`src/rtl/exc_pkg.sv`:
```
package exc_pkg;

  typedef enum logic [2:0] {
    EXC_NONE,
    EXC_RST,
    EXC_ABT,
    EXC_FIQ,
    EXC_IRQ
  } exc_kind_t;

  localparam int unsigned MODE_W = 5;
  localparam int unsigned N_SRC  = 4;

  // Source index order is the priority order (0 wins)
  localparam int unsigned SRC_RST = 0;
  localparam int unsigned SRC_ABT = 1;
  localparam int unsigned SRC_FIQ = 2;
  localparam int unsigned SRC_IRQ = 3;

  localparam logic [MODE_W-1:0] MODE_FIQ = 5'b10001;
  localparam logic [MODE_W-1:0] MODE_IRQ = 5'b10010;
  localparam logic [MODE_W-1:0] MODE_SVC = 5'b10011;
  localparam logic [MODE_W-1:0] MODE_ABT = 5'b10111;

  function automatic logic [MODE_W-1:0] mode_of(exc_kind_t k);
    case (k)
      EXC_FIQ: return MODE_FIQ;
      EXC_IRQ: return MODE_IRQ;
      EXC_ABT: return MODE_ABT;
      default: return MODE_SVC;
    endcase
  endfunction

endpackage

```
`src/rtl/exc_arbiter.sv`:
```
module exc_arbiter
  import exc_pkg::*;
#(
  parameter int unsigned NSRC = N_SRC
) (
  input  logic [NSRC-1:0] req,
  input  logic [NSRC-1:0] blocked,
  output logic [NSRC-1:0] grant,
  output exc_kind_t       kind
);

  logic [NSRC-1:0] elig;
  logic [NSRC-1:0] lower_won;

  assign elig = req & ~blocked;

  // Prefix chain: a source wins only if no higher-priority source is eligible
  for (genvar i = 0; i < NSRC; i++) begin : g_chain
    if (i == 0) begin : g_head
      assign lower_won[i] = 1'b0;
    end else begin : g_link
      assign lower_won[i] = lower_won[i-1] | elig[i-1];
    end
    assign grant[i] = elig[i] & ~lower_won[i];
  end

  always_comb begin
    kind = EXC_NONE;
    if (grant[SRC_RST])      kind = EXC_RST;
    else if (grant[SRC_ABT]) kind = EXC_ABT;
    else if (grant[SRC_FIQ]) kind = EXC_FIQ;
    else if (grant[SRC_IRQ]) kind = EXC_IRQ;
  end

endmodule

```
`src/rtl/exc_link_calc.sv`:
```
module exc_link_calc
  import exc_pkg::*;
#(
  parameter int unsigned W       = 32,
  parameter int unsigned INT_OFS = 4,
  parameter int unsigned ABT_OFS = 8
) (
  input  exc_kind_t      kind,
  input  logic [W-1:0]   pc,
  output logic           link_vld,
  output logic [W-1:0]   link_val
);

  localparam logic [W-1:0] INT_ADD = W'(INT_OFS);
  localparam logic [W-1:0] ABT_ADD = W'(ABT_OFS);

  logic [W-1:0] offset;

  always_comb begin
    offset   = '0;
    link_vld = 1'b0;
    case (kind)
      EXC_FIQ, EXC_IRQ: begin offset = INT_ADD; link_vld = 1'b1; end
      EXC_ABT:          begin offset = ABT_ADD; link_vld = 1'b1; end
      default:          begin offset = '0;      link_vld = 1'b0; end
    endcase
  end

  assign link_val = pc + offset;

endmodule

```
`src/rtl/exc_psr_former.sv`:
```
module exc_psr_former
  import exc_pkg::*;
#(
  parameter int unsigned W     = 32,
  parameter int unsigned T_POS = 5,
  parameter int unsigned F_POS = 6,
  parameter int unsigned I_POS = 7
) (
  input  exc_kind_t    kind,
  input  logic [W-1:0] psr_in,
  input  logic         narrow,
  output logic [W-1:0] saved,
  output logic [W-1:0] forced
);

  logic set_f;
  assign set_f = (kind == EXC_RST) || (kind == EXC_FIQ);

  always_comb begin
    saved        = psr_in;
    saved[T_POS] = narrow;
  end

  always_comb begin
    forced               = psr_in;
    forced[MODE_W-1:0]   = mode_of(kind);
    forced[T_POS]        = 1'b0;
    forced[I_POS]        = 1'b1;
    if (set_f) forced[F_POS] = 1'b1;
  end

endmodule

```
`src/rtl/exc_entry_seq.sv`:
```
module exc_entry_seq
  import exc_pkg::*;
#(
  parameter int unsigned W       = 32,
  parameter int unsigned INT_OFS = 4,
  parameter int unsigned ABT_OFS = 8,
  parameter int unsigned T_POS   = 5,
  parameter int unsigned F_POS   = 6,
  parameter int unsigned I_POS   = 7,
  parameter logic [31:0] VEC_RST = 32'h0000_0000,
  parameter logic [31:0] VEC_ABT = 32'h0000_0010,
  parameter logic [31:0] VEC_IRQ = 32'h0000_0018,
  parameter logic [31:0] VEC_FIQ = 32'h0000_001C
) (
  input  logic              clk,
  input  logic              rst_n,
  input  logic              req_rst,
  input  logic              req_abort,
  input  logic              req_fast,
  input  logic              req_norm,
  input  logic [W-1:0]      cur_pc,
  input  logic [W-1:0]      cur_psr,
  input  logic              in_narrow,
  output logic              lr_we,
  output logic [MODE_W-1:0] lr_bank,
  output logic [W-1:0]      lr_wdata,
  output logic              sps_we,
  output logic [MODE_W-1:0] sps_bank,
  output logic [W-1:0]      sps_wdata,
  output logic              psr_we,
  output logic [W-1:0]      psr_wdata,
  output logic              pc_redir,
  output logic [W-1:0]      pc_target
);

  // Reset: asserted asynchronously, released on the clock
  logic rst_m_n, rst_s_n;
  always_ff @(posedge clk or negedge rst_n) begin
    if (!rst_n) begin
      rst_m_n <= 1'b0;
      rst_s_n <= 1'b0;
    end else begin
      rst_m_n <= 1'b1;
      rst_s_n <= rst_m_n;
    end
  end

  // Request arbitration
  logic [N_SRC-1:0] req_vec, blk_vec, grant;
  exc_kind_t        kind;

  always_comb begin
    req_vec          = '0;
    blk_vec          = '0;
    req_vec[SRC_RST] = req_rst;
    req_vec[SRC_ABT] = req_abort;
    req_vec[SRC_FIQ] = req_fast;
    req_vec[SRC_IRQ] = req_norm;
    blk_vec[SRC_FIQ] = cur_psr[F_POS];
    blk_vec[SRC_IRQ] = cur_psr[I_POS];
  end

  exc_arbiter #(.NSRC(N_SRC)) i_arb (
    .req     (req_vec),
    .blocked (blk_vec),
    .grant   (grant),
    .kind    (kind)
  );

  logic         link_vld;
  logic [W-1:0] link_val;

  exc_link_calc #(.W(W), .INT_OFS(INT_OFS), .ABT_OFS(ABT_OFS)) i_link (
    .kind     (kind),
    .pc       (cur_pc),
    .link_vld (link_vld),
    .link_val (link_val)
  );

  logic [W-1:0] saved_val, forced_val;

  exc_psr_former #(.W(W), .T_POS(T_POS), .F_POS(F_POS), .I_POS(I_POS)) i_psr (
    .kind   (kind),
    .psr_in (cur_psr),
    .narrow (in_narrow),
    .saved  (saved_val),
    .forced (forced_val)
  );

  // Next-state
  logic              take;
  logic              lr_we_d, sps_we_d, psr_we_d, pc_redir_d;
  logic [MODE_W-1:0] bank_d;
  logic [W-1:0]      vec_d;

  assign take   = |grant;
  assign bank_d = mode_of(kind);

  always_comb begin
    case (kind)
      EXC_ABT: vec_d = W'(VEC_ABT);
      EXC_FIQ: vec_d = W'(VEC_FIQ);
      EXC_IRQ: vec_d = W'(VEC_IRQ);
      default: vec_d = W'(VEC_RST);
    endcase
  end

  always_comb begin
    lr_we_d    = take && link_vld;
    sps_we_d   = take && (kind != EXC_RST);
    psr_we_d   = take;
    pc_redir_d = take;
  end

  // Strobe registers: one cycle per accepted exception
  always_ff @(posedge clk or negedge rst_s_n) begin
    if (!rst_s_n) begin
      lr_we    <= 1'b0;
      sps_we   <= 1'b0;
      psr_we   <= 1'b0;
      pc_redir <= 1'b0;
    end else begin
      lr_we    <= lr_we_d;
      sps_we   <= sps_we_d;
      psr_we   <= psr_we_d;
      pc_redir <= pc_redir_d;
    end
  end

  // Data registers: loaded only when an exception is accepted
  always_ff @(posedge clk or negedge rst_s_n) begin
    if (!rst_s_n) begin
      lr_bank   <= '0;
      lr_wdata  <= '0;
      sps_bank  <= '0;
      sps_wdata <= '0;
      psr_wdata <= '0;
      pc_target <= '0;
    end else if (take) begin
      lr_bank   <= bank_d;
      lr_wdata  <= link_val;
      sps_bank  <= bank_d;
      sps_wdata <= saved_val;
      psr_wdata <= forced_val;
      pc_target <= vec_d;
    end
  end

endmodule

```
`config.mk`:
```
export PLATFORM = sky130hd
export DESIGN_NAME = exc_entry_seq
export DESIGN_NICKNAME = d
export VERILOG_FILES = /design/src/rtl/exc_pkg.sv /design/src/rtl/exc_arbiter.sv /design/src/rtl/exc_link_calc.sv /design/src/rtl/exc_psr_former.sv /design/src/rtl/exc_entry_seq.sv
export SDC_FILE = /design/constraint.sdc
export NUM_CORES = 1
export LEC_CHECK = 0
export BUFFER_PORTS_ARGS = -buffer_cell sky130_fd_sc_hd__buf_4
export CAP_MARGIN = 5
export CORE_ASPECT_RATIO = 1.75
export CORE_MARGIN = 5
export CORE_UTILIZATION = 50
export DETAILED_ROUTE_END_ITERATION = 7
export PLACE_DENSITY = 0.81
export SLEW_MARGIN = 20
export SYNTH_ARGS = -nofsm -noshare
export SYNTH_HDL_FRONTEND = slang
export SYNTH_HIERARCHICAL = 1
export SYNTH_SLANG_ARGS = --single-unit
export TNS_END_PERCENT = 50
```
`constraint.sdc`:
```
create_clock -name clk -period 4.33 [get_ports clk]
set_clock_uncertainty 0.15 [all_clocks]
set_input_delay 0.6495 -clock clk [delete_from_list [all_inputs] [get_ports clk]]
set_output_delay 0.6495 -clock clk [all_outputs]
set_load 0.02 [all_outputs]
```
Word-level counts from Yosys, hierarchy flattened:

Cells that the tools add are included.

* add/subtract/negate cells: 1
* $mul: 0
* div/mod/pow operators: 0
* magnitude comparators: 0
* eq/ne operators: 5
* shifts and indexed selects: 0
* mux-type cells: 9
* bitwise gates (word level): 10
* reductions and logical operators: 6

Operators by type and width (number)
* adder 32 x 4 -> 32 bit: 1
* one-hot mux 5 bit (3 select lines): 1
* two-way mux 3 bit: 4
* one-hot mux 3 bit (3 select lines): 1
* one-hot mux 4 bit (2 select lines): 1
* equality test 3 x 2 -> 1 bit, second input constant: 2
* bitwise AND 4 bit: 1
* inverter 4 bit: 1
* OR reduction 4 bit: 1
* bitwise AND 1 bit: 3
* equality test 3 x 1 -> 1 bit, second input constant: 1
* equality test 3 bit, second input constant: 1
* != test 3 x 1 -> 1 bit, second input constant: 1
* inverter 1 bit: 3
* OR reduction 3 bit: 1
* logical AND 1 bit: 2
* two-way mux 1 bit: 2
* bitwise OR 1 bit: 2
* OR reduction 2 bit: 1
* logical OR 1 bit: 1

* register bits: 137
* bits in latches: 0
* bits in writable memories: 0
* ROM bits: 0
* word-level logic and storage cells: 41
* memories kept: 0

Longest topological paths before layout:

* depth in word-level cells: 14
* gate-level depth with buffers: 14
* depth with buffers taken out: 13

Modules after synthesis:

The synthesis kept the hierarchy.

Modules (own cells, without submodules)
* exc_entry_seq: instances 1, cells an instance 479, area an instance 4296.6 µm², seq. area each 2702.6 µm²
* exc_link_calc: instances 1, cells an instance 100, area an instance 703.2 µm², seq. area each 0.0 µm²
* exc_psr_former: instances 1, cells an instance 67, area an instance 489.2 µm², seq. area each 0.0 µm²
* exc_arbiter: instances 1, cells an instance 12, area an instance 101.3 µm², seq. area each 0.0 µm²

Least setup slack after synthesis:

OpenSTA, ideal clock, no wires.

* kind: input-to-reg
* from: in req_rst
* to: reg lr_wdata[24]
* library setup time: 0.117 ns
* data arrival time: 3.192 ns
* data required time: 4.063 ns
* path slack: 0.870 ns
* stages: 13
* cell sequence: nor2b_4 buf_6 nor4b_2 nand2_1 o21ai_0 ha_1 inv_1 fa_1 nor4_4 nand4_1 xnor2_1 nand2_1 nand2_1

* word-level cells in the longest chain between the ends: 13
* elaborated cells between the ends (all ways): 20
* those cells by class: 1 x add/sub; 3 x eq/ne; 5 x mux; 9 x bitwise; 2 x reduce/logical

RTL lines
* from (decl): line exc_entry_seq.sv:17 `input logic req_rst,`
* bitwise AND 4 bit *: line exc_arbiter.sv:15 `assign elig = req & ~blocked;`
* named net grant[0]: line exc_entry_seq.sv:49 `logic [N_SRC-1:0] req_vec, blk_vec, grant;`
* bitwise OR 1 bit (2 in series): line exc_arbiter.sv:22 `assign lower_won[i] = lower_won[i-1] | elig[i-1];`
* inverter 1 bit: line exc_arbiter.sv:24 `assign grant[i] = elig[i] & ~lower_won[i];`
* bitwise AND 1 bit: line exc_arbiter.sv:24
* two-way mux 3 bit: line exc_arbiter.sv:32 `else if (grant[SRC_IRQ]) kind = EXC_IRQ;`
* two-way mux 3 bit: line exc_arbiter.sv:31 `else if (grant[SRC_FIQ]) kind = EXC_FIQ;`
* two-way mux 3 bit: line exc_arbiter.sv:30 `else if (grant[SRC_ABT]) kind = EXC_ABT;`
* two-way mux 3 bit *: line exc_arbiter.sv:29 `if (grant[SRC_RST]) kind = EXC_RST;`
* named net kind[2]: line exc_entry_seq.sv:50 `exc_kind_t kind;`
* equality test 3 x 2 -> 1 bit / equality test 3 bit (equally long branches): line exc_link_calc.sv:22 `case (kind)`
* OR reduction 2 bit
* one-hot mux 4 bit (2 select lines) *: line exc_link_calc.sv:22
* adder 32 x 4 -> 32 bit *: line exc_link_calc.sv:29 `assign link_val = pc + offset;`
* named net link_val[24]: line exc_entry_seq.sv:71 `logic [W-1:0] link_val;`
* to (signal assigned): line exc_entry_seq.sv:141 `lr_wdata <= link_val;`
* to (decl): line exc_entry_seq.sv:26 `output logic [W-1:0] lr_wdata,`

The timed path passes the listed nets; every way through them passes the cells marked *.
A chain may end at the register's enable or synchronous reset.

Worst setup path in the final report:

* from: in cur_psr[6]
* to: reg lr_wdata[30]

* elaborated cells between the ends (all ways): 17
* those cells by class: 1 x add/sub; 3 x eq/ne; 5 x mux; 6 x bitwise; 2 x reduce/logical

RTL lines
* from (decl): line exc_entry_seq.sv:22 `input logic [W-1:0] cur_psr,`
* inverter 4 bit *: line exc_arbiter.sv:15
* bitwise AND 4 bit *: line exc_arbiter.sv:15
* bitwise AND 1 bit *: line exc_arbiter.sv:24
* two-way mux 3 bit *: line exc_arbiter.sv:31
* two-way mux 3 bit *: line exc_arbiter.sv:30
* two-way mux 3 bit *: line exc_arbiter.sv:29
* named net kind[0]: line exc_entry_seq.sv:50
* equality test 3 x 2 -> 1 bit / equality test 3 bit (equally long branches): line exc_link_calc.sv:22
* OR reduction 2 bit
* one-hot mux 4 bit (2 select lines) *: line exc_link_calc.sv:22
* adder 32 x 4 -> 32 bit *: line exc_link_calc.sv:29
* named net link_val[30]: line exc_entry_seq.sv:71

Marks and branches as above.

==> flow_summary.html <==
<table>
<tr><th>Metric</th><th>Value</th></tr>
<tr><th colspan="2">Route</th></tr>
<tr><td>Total wire length after detailed routing</td><td>between 10000 and 15000 µm</td></tr>
<tr><td>Total via count in the routed design</td><td>4300</td></tr>
<tr><td>First-pass iteration count of the detailed router</td><td>4</td></tr>
<tr><td>Iteration-0 DRC Markers</td><td>approximately 220</td></tr>
<tr><td>Detailed-routed wire length on met3</td><td>793 µm</td></tr>
<tr><td>WL met1</td><td>around 4700 µm</td></tr>
<tr><td>Met2 wire length</td><td>approximately 7000 µm</td></tr>
<tr><td>Routed vias/inst</td><td>between 4 and 5</td></tr>
<tr><td>Wire length per cell</td><td>14.1 µm</td></tr>
<tr><td>Uppermost layer routed</td><td>met4</td></tr>
<tr><td>Count of unresolved DRC violations after routing</td><td>0</td></tr>
<tr><td>Remaining antenna violation count after routing</td><td>0</td></tr>
<tr><th colspan="2">Pwr</th></tr>
<tr><td>Total leakage power</td><td>~3.7 nW</td></tr>
<tr><td>Power density of the placed cells</td><td>423 nW/µm²</td></tr>
<tr><td>Worst voltage drop across the vdd grid</td><td>308 µV</td></tr>
<tr><th colspan="2">Global routing</th></tr>
<tr><td>GRT Util Overall</td><td>0.188</td></tr>
<tr><td>Largest net degree at the start of global routing</td><td>about 110</td></tr>
<tr><td>GR Overflow Total</td><td>0</td></tr>
<tr><td>Antenna violations before repair</td><td>0</td></tr>
<tr><td>Global-route wire length before repair</td><td>20800 µm</td></tr>
<tr><td>Vias in the first global route</td><td>approximately 4300</td></tr>
<tr><th colspan="2">STA</th></tr>
<tr><td>Upper clock frequency limit</td><td>0.273 GHz</td></tr>
<tr><td>Post-route clock period utilization</td><td>0.847</td></tr>
<tr><td>Setup repair after global routing missed its margin</td><td>false</td></tr>
<tr><td>Worst-margin pin slew</td><td>around 1.0 ns</td></tr>
<tr><td># setup viols final</td><td>0</td></tr>
<tr><td>Final-layout setup total negative slack</td><td>0 ns</td></tr>
<tr><td>Relative slew slack</td><td>0.305</td></tr>
<tr><td>Count of final hold-check violations</td><td>0</td></tr>
<tr><td>Pins over their slew limit</td><td>0</td></tr>
<tr><td>Final critical delay including setup and external delays</td><td>between 3 and 4 ns</td></tr>
<tr><td>Worst Hold Slack</td><td>between 0.2 and 0.25 ns</td></tr>
<tr><th colspan="2">Floorplan</th></tr>
<tr><td>Total I/O pin count</td><td>213</td></tr>
<tr><td>Placeable core area</td><td>11000 µm²</td></tr>
<tr><td>Starting utilization of the core area</td><td>0.506</td></tr>
<tr><td>Vertical extent of the die</td><td>~150 µm</td></tr>
<tr><td>Die Footprint</td><td>13500 µm²</td></tr>
<tr><td>Row count</td><td>51</td></tr>
<tr><td>Die Wd</td><td>89.9 µm</td></tr>
<tr><th colspan="2">Placed design</th></tr>
<tr><td>Placed cell areas</td><td>6430 µm²</td></tr>
<tr><td>Gpl congestion</td><td>0.810</td></tr>
<tr><td>Count of input and output buffers</td><td>180</td></tr>
<tr><td>Placed wire-length estimate after detailed placement</td><td>a little under 10000 µm</td></tr>
<tr><td>Dpl cells</td><td>approximately 890</td></tr>
<tr><th colspan="2">Clock network</th></tr>
<tr><td>Buffers from clock root to sink, at most</td><td>2</td></tr>
<tr><td>Number of buffers inserted to repair setup after CTS</td><td>0</td></tr>
<tr><td>Number of sinks driven by the clock tree</td><td>108</td></tr>
<tr><td>Number of buffers added by the clock tree synthesis step</td><td>9</td></tr>
<tr><td>CTS tree</td><td>built</td></tr>
<tr><td>Count of H-tree levels built during CTS</td><td>3</td></tr>
<tr><td>PostCTS Resize Cnt</td><td>0</td></tr>
<tr><td>Root buffer cell</td><td>sky130_fd_sc_hd__clkbuf_16</td></tr>
<tr><td>Clock transition at the registers of the reported paths</td><td>0.07 ns</td></tr>
<tr><td>Worst skew pair latency</td><td>0.34 ns</td></tr>
<tr><td>Quantity of hold-fixing buffers added after cts</td><td>1</td></tr>
<tr><th colspan="2">Synthesis</th></tr>
<tr><td>Main flop type after synthesis</td><td>sky130_fd_sc_hd__dfrtp_1</td></tr>
<tr><td>Sequential element share of the synthesized area</td><td>0.483</td></tr>
<tr><td>Count of cell types in the netlist</td><td>36</td></tr>
<tr><td>Largest family of logic cells by synthesized area</td><td>simple AND/OR/NAND/NOR gates</td></tr>
<tr><td>Number of enable flip-flop cells after synthesis</td><td>0</td></tr>
<tr><td>Cell Area, Synth</td><td>5590 µm²</td></tr>
<tr><td>Number of warnings issued by yosys</td><td>6</td></tr>
<tr><td>Basic-gate share of the synthesized area counting and, or, nand and nor cells</td><td>0.286</td></tr>
<tr><td>Mux cell area share after synthesis</td><td>0</td></tr>
<tr><td>Seq cells post-synth</td><td>about 110</td></tr>
<tr><td>Compound-gate portion of the synthesized area</td><td>0.0132</td></tr>
<tr><td>Ys async rst share</td><td>1.00</td></tr>
<tr><td>Number of cells produced by synthesis</td><td>between 600 and 700</td></tr>
<tr><td>Post-synthesis xor/xnor area fraction</td><td>0.0439</td></tr>
<tr><td>Mean instance size in the synthesized netlist</td><td>8.50 µm²</td></tr>
<tr><td>Share of synthesized cell area in full adder, half adder and majority cells</td><td>0.00806</td></tr>
<tr><th colspan="2">Outcome</th></tr>
<tr><td>Outcome</td><td>finished, final reports clean</td></tr>
<tr><th colspan="2">Layout</th></tr>
<tr><td>Area grow syn2layout</td><td>20.5%</td></tr>
<tr><td>Final core utilization</td><td>0.610</td></tr>
<tr><td>Summed area of non-filler cells in the final layout</td><td>around 6700 µm²</td></tr>
<tr><td>Final std cells w/o fill</td><td>approximately 900</td></tr>
<tr><td>Number of nets in the layout</td><td>841</td></tr>
<tr><td>Antenna diode count</td><td>0</td></tr>
<tr><td>Share of cells above drive strength 1</td><td>0.278</td></tr>
<tr><th colspan="2">Worst setup path</th></tr>
<tr><td>Crit-path max FO</td><td>10</td></tr>
<tr><td>WS Path Type</td><td>in -&gt; reg</td></tr>
<tr><td>Crit path arrival time</td><td>approximately 3.8 ns</td></tr>
<tr><td>Critical Path End Type</td><td>flop</td></tr>
<tr><td>Number of cells traversed by the worst register-to-register path</td><td>1</td></tr>
<tr><td>Startpoint Class</td><td>primary input</td></tr>
<tr><td>Required arrival time at the worst endpoint</td><td>between 4 and 5 ns</td></tr>
<tr><th colspan="2">Worst hold path</th></tr>
<tr><td>Worst hold path depth</td><td>0</td></tr>
<tr><td>Min-Delay Path Class</td><td>reg -&gt; reg</td></tr>
<tr><th colspan="2">Flow run</th></tr>
<tr><td>Max-capacitance violation count</td><td>0</td></tr>
</table>
layout by cell type, fill, tap and decap left out, types with 2 or more instances in the layout:
cell,n
sky130_fd_sc_hd__clkbuf_8,2
sky130_fd_sc_hd__xor2_1,5
sky130_fd_sc_hd__inv_1,9
sky130_fd_sc_hd__ha_1,2
sky130_fd_sc_hd__a21oi_1,4
sky130_fd_sc_hd__xnor2_1,23
sky130_fd_sc_hd__inv_6,2
sky130_fd_sc_hd__nor4b_2,3
sky130_fd_sc_hd__nand4_1,13
sky130_fd_sc_hd__nand3_1,7
sky130_fd_sc_hd__clkinv_4,2
sky130_fd_sc_hd__buf_4,188
sky130_fd_sc_hd__nor2_1,10
sky130_fd_sc_hd__nor4_4,3
sky130_fd_sc_hd__nor2b_1,2
sky130_fd_sc_hd__nor3_1,3
sky130_fd_sc_hd__nand2b_1,5
sky130_fd_sc_hd__and3_1,6
sky130_fd_sc_hd__conb_1,39
sky130_fd_sc_hd__and2_1,3
sky130_fd_sc_hd__o21ai_0,3
sky130_fd_sc_hd__clkbuf_16,9
sky130_fd_sc_hd__nand2_1,303
sky130_fd_sc_hd__dfrtp_1,107
sky130_fd_sc_hd__nor3b_1,2
sky130_fd_sc_hd__and4_1,3
cell type report:
type	instances	area, µm²
clock buffers	11	253
clock inverters	5	42.5
fillers	955	4300
inverters	10	37.5
multi-input cells	449	2110
flip-flops and latches	108	2710
well taps	132	165
repair buffers	189	1420
critical path, cell delays in order:
cell                       delay (ns)
sky130_fd_sc_hd__buf_4           0.12
sky130_fd_sc_hd__nand2b_1        0.19
sky130_fd_sc_hd__o21bai_1        0.24
sky130_fd_sc_hd__buf_4           0.19
sky130_fd_sc_hd__nand2_1         0.05
sky130_fd_sc_hd__o21ai_0         0.35
sky130_fd_sc_hd__ha_1            0.25
sky130_fd_sc_hd__inv_1           0.05
sky130_fd_sc_hd__fa_1            0.49
sky130_fd_sc_hd__nor4_4          0.66
sky130_fd_sc_hd__nand4_1         0.20
sky130_fd_sc_hd__xnor2_1         0.19
sky130_fd_sc_hd__nand2_1         0.07
sky130_fd_sc_hd__nand2_1         0.09
path summary, 6_finish.rpt:
kind | end | from | slack, ns
max | lr_wdata[30] | cur_psr[6] | 0.66
min | rst_s_n | rst_m_n | 0.22
max reg2reg | sps_wdata[30] | rst_s_n | 2.69
min reg2reg | rst_s_n | rst_m_n | 0.22
max in group asynchronous | sps_wdata[30] | rst_s_n | 2.69
min in group asynchronous | lr_wdata[29] | rst_s_n | 0.29
cells in the mapped netlist, types with 2 or more instances:
cell | count | area [µm²]
sky130_fd_sc_hd__a21oi_1 | 4 | 20.0
sky130_fd_sc_hd__and2_1 | 3 | 18.8
sky130_fd_sc_hd__and3_1 | 6 | 37.5
sky130_fd_sc_hd__and4_1 | 3 | 26.3
sky130_fd_sc_hd__buf_2 | 17 | 85.1
sky130_fd_sc_hd__buf_4 | 98 | 736
sky130_fd_sc_hd__clkbuf_1 | 10 | 37.5
sky130_fd_sc_hd__conb_1 | 4 | 15.0
sky130_fd_sc_hd__dfrtp_1 | 108 | 2700
sky130_fd_sc_hd__ha_1 | 2 | 25.0
sky130_fd_sc_hd__inv_1 | 9 | 33.8
sky130_fd_sc_hd__nand2_1 | 303 | 1140
sky130_fd_sc_hd__nand2b_1 | 5 | 31.3
sky130_fd_sc_hd__nand3_1 | 7 | 35.0
sky130_fd_sc_hd__nand4_1 | 13 | 81.3
sky130_fd_sc_hd__nor2_1 | 10 | 37.5
sky130_fd_sc_hd__nor2b_1 | 2 | 12.5
sky130_fd_sc_hd__nor3_1 | 3 | 15.0
sky130_fd_sc_hd__nor3b_1 | 2 | 15.0
sky130_fd_sc_hd__nor4_4 | 3 | 63.8
sky130_fd_sc_hd__nor4b_2 | 3 | 45.0
sky130_fd_sc_hd__o21ai_0 | 3 | 15.0
sky130_fd_sc_hd__xnor2_1 | 23 | 201
sky130_fd_sc_hd__xor2_1 | 5 | 43.8
metrics by stage:
stage	worst slack, ns	total power (W)
5_1_grt	0.401	0.00302
4_1_cts	0.610	0.00289
3_3_place_gp	0.335	0.00206
6_report	0.660	0.00285
3_5_place_dp	0.270	0.00209
2_1_floorplan	0.870	0.00177
routing by layer:
| metal | GRT usage | vias up |
|---|---|---|
| li1 | - | 2116 |
| met1 | 0.215 | 2003 |
| met2 | 0.330 | 156 |
| met3 | 0.0438 | 25 |
| met4 | 0.0879 | 0 |
| met5 | 0 | - |
kinds of logic (layout without fill, tap and decap cells):
kind of cell	count (synthesis)	count (layout)
AO/OA/AOI/OAI	12	12
XOR/XNOR	28	28
adder cells (fa/ha/maj)	3	3
buffers and inverters	136	215
flip-flops	108	108
other	4	39
AND/OR/NAND/NOR	367	367
sequential cells by signal, indices dropped and copies added, names as in the netlist:
name and cells:
lr_wdata 32, psr_wdata 32, sps_wdata 32, sps_bank 4
pc_target 3, lr_we 1, pc_redir 1, rst_m_n 1
rst_s_n 1, sps_we 1
power by group:
part	total, W	switching, W	internal, W
Clock	0.000794	0.000366	0.000428
Combinational	0.000808	0.000489	0.000319
Sequential	0.00125	0.0000947	0.00115
Total	0.00285	0.000950	0.00190
No activity file was read; power rests on OpenSTA's default activity.
